<file path="src/rtl/hcg_pkg.sv">
package hcg_pkg;

    localparam logic [2:0] CMD_NONE    = 3'd0;
    localparam logic [2:0] CMD_START   = 3'd1;
    localparam logic [2:0] CMD_PROCESS = 3'd2;
    localparam logic [2:0] CMD_RUN     = 3'd3;
    localparam logic [2:0] CMD_DONE    = 3'd4;

    localparam logic [3:0] MB_TRUE = 4'b0110;
    localparam logic [3:0] ESC_OFF = 4'b1010;

    typedef enum logic [2:0] {
        ST_IDLE = 3'd0,
        ST_FEED = 3'd1,
        ST_PROC = 3'd2,
        ST_ABS  = 3'd3,
        ST_SQZ  = 3'd4,
        ST_TERM = 3'd5
    } phase_e;

    typedef enum logic [2:0] {
        E_NONE    = 3'd0,
        E_SEQ     = 3'd1,
        E_MODE    = 3'd2,
        E_PREFIX  = 3'd3,
        E_ENTROPY = 3'd4
    } err_e;

    typedef struct packed {
        logic seq;
        logic mode;
        logic prefix;
        logic entropy;
    } err_flags_t;

    // Family 0 takes 224/256/384/512, families 1 and 2 take 128/256.
    function automatic logic pair_ok(input logic [1:0] mode, input logic [2:0] strength);
        logic fixed_ok, xof_ok;
        fixed_ok = (mode == 2'd0) && (strength inside {3'd1, 3'd2, 3'd3, 3'd4});
        xof_ok   = (mode inside {2'd1, 2'd2}) && (strength inside {3'd0, 3'd2});
        return fixed_ok || xof_ok;
    endfunction

    function automatic logic esc_is_live(input logic [3:0] v);
        return v != ESC_OFF;
    endfunction

endpackage

</file>
<file path="src/rtl/hcg_state_step.sv">
module hcg_state_step
    import hcg_pkg::*;
(
    input  phase_e     phase_i,
    input  logic [2:0] cmd_i,
    input  logic       app_active_i,
    input  logic [3:0] absorbed_i,
    input  logic       perm_done_i,
    output phase_e     next_o,
    output logic       seq_err_o
);
    always_comb begin
        next_o    = phase_i;
        seq_err_o = 1'b0;
        case (phase_i)
            ST_IDLE: begin
                seq_err_o = !(cmd_i inside {CMD_NONE, CMD_START});
                if (cmd_i == CMD_START && !app_active_i) next_o = ST_FEED;
            end
            ST_FEED: begin
                seq_err_o = !(cmd_i inside {CMD_NONE, CMD_PROCESS});
                if (cmd_i == CMD_PROCESS) next_o = ST_PROC;
            end
            ST_PROC: begin
                seq_err_o = (cmd_i != CMD_NONE);
                if (absorbed_i == MB_TRUE) next_o = ST_ABS;
            end
            ST_ABS: begin
                seq_err_o = !(cmd_i inside {CMD_NONE, CMD_RUN, CMD_DONE});
                if (cmd_i == CMD_RUN)       next_o = ST_SQZ;
                else if (cmd_i == CMD_DONE) next_o = ST_IDLE;
            end
            ST_SQZ: begin
                seq_err_o = (cmd_i != CMD_NONE);
                if (perm_done_i) next_o = ST_ABS;
            end
            default: next_o = ST_TERM;
        endcase
    end
endmodule

</file>
<file path="src/rtl/hcg_cfg_check.sv">
module hcg_cfg_check
    import hcg_pkg::*;
#(
    parameter int                   PREFIX_W  = 48,
    parameter logic [PREFIX_W-1:0]  KEYED_TAG = 48'h4341_4D4B_2001
) (
    input  logic                start_i,
    input  logic [1:0]          mode_i,
    input  logic [2:0]          strength_i,
    input  logic                keyed_en_i,
    input  logic [PREFIX_W-1:0] prefix_i,
    input  logic                ready_i,
    output logic                mode_err_o,
    output logic                prefix_err_o,
    output logic                entropy_err_o
);
    logic keyed_start;

    assign keyed_start   = start_i && keyed_en_i;
    assign mode_err_o    = start_i && !pair_ok(mode_i, strength_i);
    assign prefix_err_o  = keyed_start && (prefix_i != KEYED_TAG);
    assign entropy_err_o = keyed_start && !ready_i;
endmodule

</file>
<file path="src/rtl/hcg_ready_latch.sv">
module hcg_ready_latch (
    input  logic clk,
    input  logic rst,
    input  logic pulse_i,
    input  logic open_i,
    input  logic ack_i,
    output logic flag_o
);
    logic flag_q;

    always_ff @(posedge clk) begin
        if (rst)                    flag_q <= 1'b0;
        else if (ack_i)             flag_q <= 1'b0;
        else if (pulse_i && open_i) flag_q <= 1'b1;
    end

    assign flag_o = flag_q;


    ack_clears_chk: assert property (@(posedge clk) disable iff (rst)
        ack_i |=> !flag_o);


    pulse_sets_chk: assert property (@(posedge clk) disable iff (rst)
        (pulse_i && open_i && !ack_i) |=> flag_o);
endmodule

</file>
<file path="src/rtl/hash_cmd_guard.sv">
module hash_cmd_guard
    import hcg_pkg::*;
#(
    parameter int                   PREFIX_W  = 48,
    parameter logic [PREFIX_W-1:0]  KEYED_TAG = 48'h4341_4D4B_2001
) (
    input  logic                clk,
    input  logic                rst,
    input  logic [2:0]          cmd_i,
    input  logic                app_active_i,
    input  logic [1:0]          mode_i,
    input  logic [2:0]          strength_i,
    input  logic                keyed_en_i,
    input  logic [PREFIX_W-1:0] prefix_i,
    input  logic                allow_unsup_i,
    input  logic [3:0]          absorbed_i,
    input  logic                perm_done_i,
    input  logic                ready_pulse_i,
    input  logic                err_ack_i,
    input  logic [3:0]          escalate_i,
    output logic [2:0]          state_o,
    output logic                err_valid_o,
    output logic [2:0]          err_code_o,
    output logic                blocked_o,
    output logic [2:0]          cmd_fwd_o
);
    phase_e     state_q, step_nxt, state_d;
    err_flags_t errs;
    err_e       code;
    logic       start_evt, ready_flag, esc_hit, block;

    hcg_state_step u_step (
        .phase_i      (state_q),
        .cmd_i        (cmd_i),
        .app_active_i (app_active_i),
        .absorbed_i   (absorbed_i),
        .perm_done_i  (perm_done_i),
        .next_o       (step_nxt),
        .seq_err_o    (errs.seq)
    );

    assign start_evt = (state_q == ST_IDLE) && (step_nxt == ST_FEED);

    hcg_cfg_check #(.PREFIX_W(PREFIX_W), .KEYED_TAG(KEYED_TAG)) u_cfg (
        .start_i       (start_evt),
        .mode_i        (mode_i),
        .strength_i    (strength_i),
        .keyed_en_i    (keyed_en_i),
        .prefix_i      (prefix_i),
        .ready_i       (ready_flag),
        .mode_err_o    (errs.mode),
        .prefix_err_o  (errs.prefix),
        .entropy_err_o (errs.entropy)
    );

    hcg_ready_latch u_rdy (
        .clk     (clk),
        .rst     (rst),
        .pulse_i (ready_pulse_i),
        .open_i  (state_q == ST_IDLE),
        .ack_i   (err_ack_i),
        .flag_o  (ready_flag)
    );

    assign esc_hit = esc_is_live(escalate_i);
    assign block   = errs.seq | (errs.mode & ~allow_unsup_i) | errs.entropy;

    always_comb begin
        if (errs.seq)          code = E_SEQ;
        else if (errs.mode)    code = E_MODE;
        else if (errs.prefix)  code = E_PREFIX;
        else if (errs.entropy) code = E_ENTROPY;
        else                   code = E_NONE;
    end

    always_comb begin
        if (esc_hit)    state_d = ST_TERM;
        else if (block) state_d = state_q;
        else            state_d = step_nxt;
    end

    always_ff @(posedge clk) begin
        if (rst) state_q <= ST_IDLE;
        else     state_q <= state_d;
    end

    assign state_o     = state_q;
    assign err_code_o  = code;
    assign err_valid_o = (code != E_NONE);
    assign blocked_o   = block;
    assign cmd_fwd_o   = (block || state_q == ST_TERM) ? CMD_NONE : cmd_i;


    term_sticky_chk: assert property (@(posedge clk) disable iff (rst)
        (state_q == ST_TERM) |=> (state_q == ST_TERM));


    esc_forces_term_chk: assert property (@(posedge clk) disable iff (rst)
        esc_hit |=> (state_q == ST_TERM));


    block_holds_chk: assert property (@(posedge clk) disable iff (rst)
        (block && !esc_hit) |=> $stable(state_q));


    absorb_strict_chk: assert property (@(posedge clk) disable iff (rst)
        (state_q == ST_PROC && !esc_hit && absorbed_i != MB_TRUE) |=> (state_q == ST_PROC));
endmodule

</file>
<file path="config.mk">
export PLATFORM = sky130hd
export DESIGN_NAME = hash_cmd_guard
export DESIGN_NICKNAME = d
export VERILOG_FILES = /design/src/rtl/hcg_pkg.sv /design/src/rtl/hcg_state_step.sv /design/src/rtl/hcg_cfg_check.sv /design/src/rtl/hcg_ready_latch.sv /design/src/rtl/hash_cmd_guard.sv
export SDC_FILE = /design/constraint.sdc
export NUM_CORES = 1
export LEC_CHECK = 0
export BUFFER_PORTS_ARGS = -buffer_cell sky130_fd_sc_hd__buf_2
export CORE_MARGIN = 2
export CORE_UTILIZATION = 30
export CTS_CLUSTER_DIAMETER = 150
export DETAILED_ROUTE_END_ITERATION = 10
export HOLD_SLACK_MARGIN = 0.08
export PLACE_DENSITY = 0.78
export SLEW_MARGIN = 15
export SYNTH_ARGS = -nofsm -noshare
export SYNTH_HDL_FRONTEND = slang
export SYNTH_SLANG_ARGS = --single-unit
</file>
<file path="constraint.sdc">
create_clock -name clk -period 1.9 [get_ports clk]
set_input_delay 0 -clock clk [delete_from_list [all_inputs] [get_ports clk]]
set_output_delay 0 -clock clk [all_outputs]
set_load 0.1 [all_outputs]
</file>
==> flow_summary.yaml <==
outcome:
  status: "finished, final reports clean"
die:
  row_count: 17
  core_area_um2: 2148
  floorplan.initialDensity: 0.3098
  die-height_um: 51.11
  pin_count: 83
  fp.dieArea_um2: 2612
  die_x_um: 51.11
timing:
  slew_headroom: 0.6752
  drv_slew: 0
  holdWs_ns: 0.1421
  finalCriticalPeriod_ns: 1.853
  worst_pin_slew_ns: 0.4834
  finalSetupViolCount: 0
  skew_ns: 0.002696
  min_period_over_period: 0.9755
  fmax_mhz: 539.5
  final_hold_viol_count: 0
  rsz0062_at_grt: "yes"
setup_path:
  reg2reg_depth: 7
  worstSetupPathType: "register to output pin"
  cp-end-kind: "output pin"
  worst-endpoint-arrival_ns: 1.85
  crit_path_max_fanout: 8
  reg2reg_setup_slack_ns: 0.18
  required_ns: 1.90
  crit-reg2reg-launch: "state_o[2]"
  reg2reg_to: "state_o[1]"
  critPathLaunchType: "register"
yosys:
  synth-seq-area-share: 0.1203
  synth_xor_area_frac: 0
  synthesis.nets: 159
  synth-seq-cells: 4
  synth-adder-area-share: 0.01880
  yosysUniqueCellTypes: 39
  yosysTopAreaCell: "dfxtp_1"
  ys_top_cells_by_area: "dfxtp_1 (12%), nor4b_1 (9.2%), and4b_1 (4.5%), mux2i_1 (4.5%), nor2_1 (3.9%)"
  ys_warn_count: 0
  yosys.area_share.simple: 0.4812
  synth.top_cell.area_share: 0.1203
  syn_area_per_cell_um2: 7.740
  syn_inst: 86
  synth_mux_area_frac: 0.04511
  syn_area_um2: 665.6
  synth_compound_area_frac: 0.2782
  synth_top_family_by_area: "simple AND/OR/NAND/NOR gates"
hold_path:
  min-delay-start: "escalate_i[0]"
  worst_hold_path.endpoint: "state_o[2]"
  hold_path_depth: 4
  hold_class: "input port to register"
clock_tree:
  root_buffer: "clkbuf_4"
  numCtsBuffers: 3
  clock_latency_ns: 0.24
  clockBufferDepth: 2
  clk_pin_slew_ns: 0.04
  htreeDepth: 1
  cts_tree: "yes"
  clock_sinks: 4
detailed_routing:
  drt_iter0_drc: 23
  drc: 0
  wire_per_inst_um: 13.00
  drt-total-wl_um: 2744
  drt_pass1_iterations: 4
  drtAntennaViolNets: 0
  via_per_inst: 5.133
  routed-via-count: 1083
placed_design:
  dp_hpwl_um: 2290
  io_buffers: 82
  placedCellCount: 193
  place_congestion: 0.8027
final_layout:
  stdcell_count: 211
  antenna_cells: 0
  nets: 257
  syn2layout_area_growth_pct: 109.6
  drive_above_1_share: 0.6339
global_route:
  grt_pass1_vias: 1118
  grt_pass1_wl_um: 4443
  antenna_found_initial: 0
  gr-usage-all-layers: 0.2192
  grt_max_degree: 15
  grt.overflow.total: 0
job:
  max_cap_violations: 0
power_and_ir_drop:
  powerDensity_nw_per_um2: 482.3
  p_leak_nw: 0.6542
  vdd_drop_max_mv: 0.4895
sequential cells by signal (all words and copies together) (netlist names):
| register | cells |
|---|---|
| state_o | 3 |
| u_rdy.flag_o | 1 |
metal layers:
layer  GRT usage  routed length, um
met3     0.01754                117
met1      0.2372               1084
met5           0                  0
met4     0.08559                 12
met2      0.4307               1530
how the worst max path moves through the flow:
stage | start | end | slack (ns) | cells past startpoint
after floorplan | state_o[0] | err_valid_o | -0.40 | 3
after global placement | state_o[2] | cmd_fwd_o[0] | 0.18 | 6
after detailed placement | state_o[2] | cmd_fwd_o[2] | 0.11 | 6
after CTS | state_o[0] | cmd_fwd_o[2] | -0.01 | 6
after global routing | state_o[2] | cmd_fwd_o[0] | -0.009 | 6
final | state_o[2] | cmd_fwd_o[2] | 0.05 | 6
synth_stat cells, drive strengths merged:
master and instances:
a21oi 5, a221oi 1, a31o 1, a31oi 2
and3 3, and3b 2, and4b 3, buf 2
clkbuf 1, dfxtp 4, ha 1, inv 4
mux2i 3, nand2 3, nand2b 3, nand3 1
nand3b 2, nand4 3, nor2 7, nor2b 2
nor3 4, nor3b 2, nor4 3, nor4b 8
o2111ai 1, o211ai 2, o21a 1, o21ai 4
o21bai 1, o221a 1, o22a 1, o22ai 1
o31a 1, o31ai 1, o32a 1, or4bb 1
layout by cell type (no fill, tap or decap), types with 2 or more instances in the layout:
master,count
inv_1,3
a21oi_1,5
nand3b_1,2
nor4b_1,7
nor3_1,3
and4b_1,3
nor2_1,7
nand2b_1,3
dlygate4sd3_1,3
and3_4,3
a31oi_1,2
nor2b_1,2
nand4_1,3
o21ai_0,3
mux2i_1,3
dfxtp_4,3
nand2_1,3
clkbuf_4,4
buf_2,76
nor4_1,3
buf_4,10
buf_12,6
o211ai_1,2
cell families (layout without fill, tap and decap cells):
group / Yosys count / after routing
multiplexers: 3 / 3
flip-flops: 4 / 4
adder cells (fa/ha/maj): 1 / 1
AO/OA/AOI/OAI: 24 / 24
AND/OR/NAND/NOR: 47 / 47
buffers and inverters: 7 / 104
power breakdown:
group          switching, W  internal (W)
Clock             0.0000377     0.0000790
Combinational      0.000261      0.000196
Sequential        0.0000108     0.0000887
metrics by stage:
stage          setup TNS (ns)    util  area [um2]  power (W)  worst slack (ns)
2_1_floorplan         -0.6876       -       734.5  0.0003571           -0.3971
3_3_place_gp                0  0.5807        1247  0.0005049            0.1779
3_5_place_dp                0  0.5807        1247  0.0005152            0.1107
4_1_cts              -0.02856  0.6342        1363  0.0006680          -0.01111
5_1_grt              -0.01093  0.6494        1395  0.0007117         -0.009199
6_report                    0  0.6494        1395  0.0006729           0.04660
cell type report:
cell class	count	area, um2
timing repair buffer	96	613.1
clock buffer	4	26.28
fill	186	753.2
multi-input combinational	75	610.6
sequential	4	91.34
tap	28	35.03
inverter	4	18.77
worst max-delay path, cell delays in order, from the launching register on:
cell	delay, ns
dfxtp_4	0.37
o31a_1	0.33
o31ai_4	0.20
o22a_2	0.19
o21a_4	0.16
and3_4	0.20
buf_12	0.17
what timing repair did:
action / CTS / global route
endpoints found under the hold margin: 2 / 0
gates resized for setup: 1 / 1
pin swaps: 3 / 3
setup endpoints to repair: 4 / 4
setup buffers: 7 / 4
hold buffers: 3 / 0
Note: power is estimated with default switching activity, not from simulation.
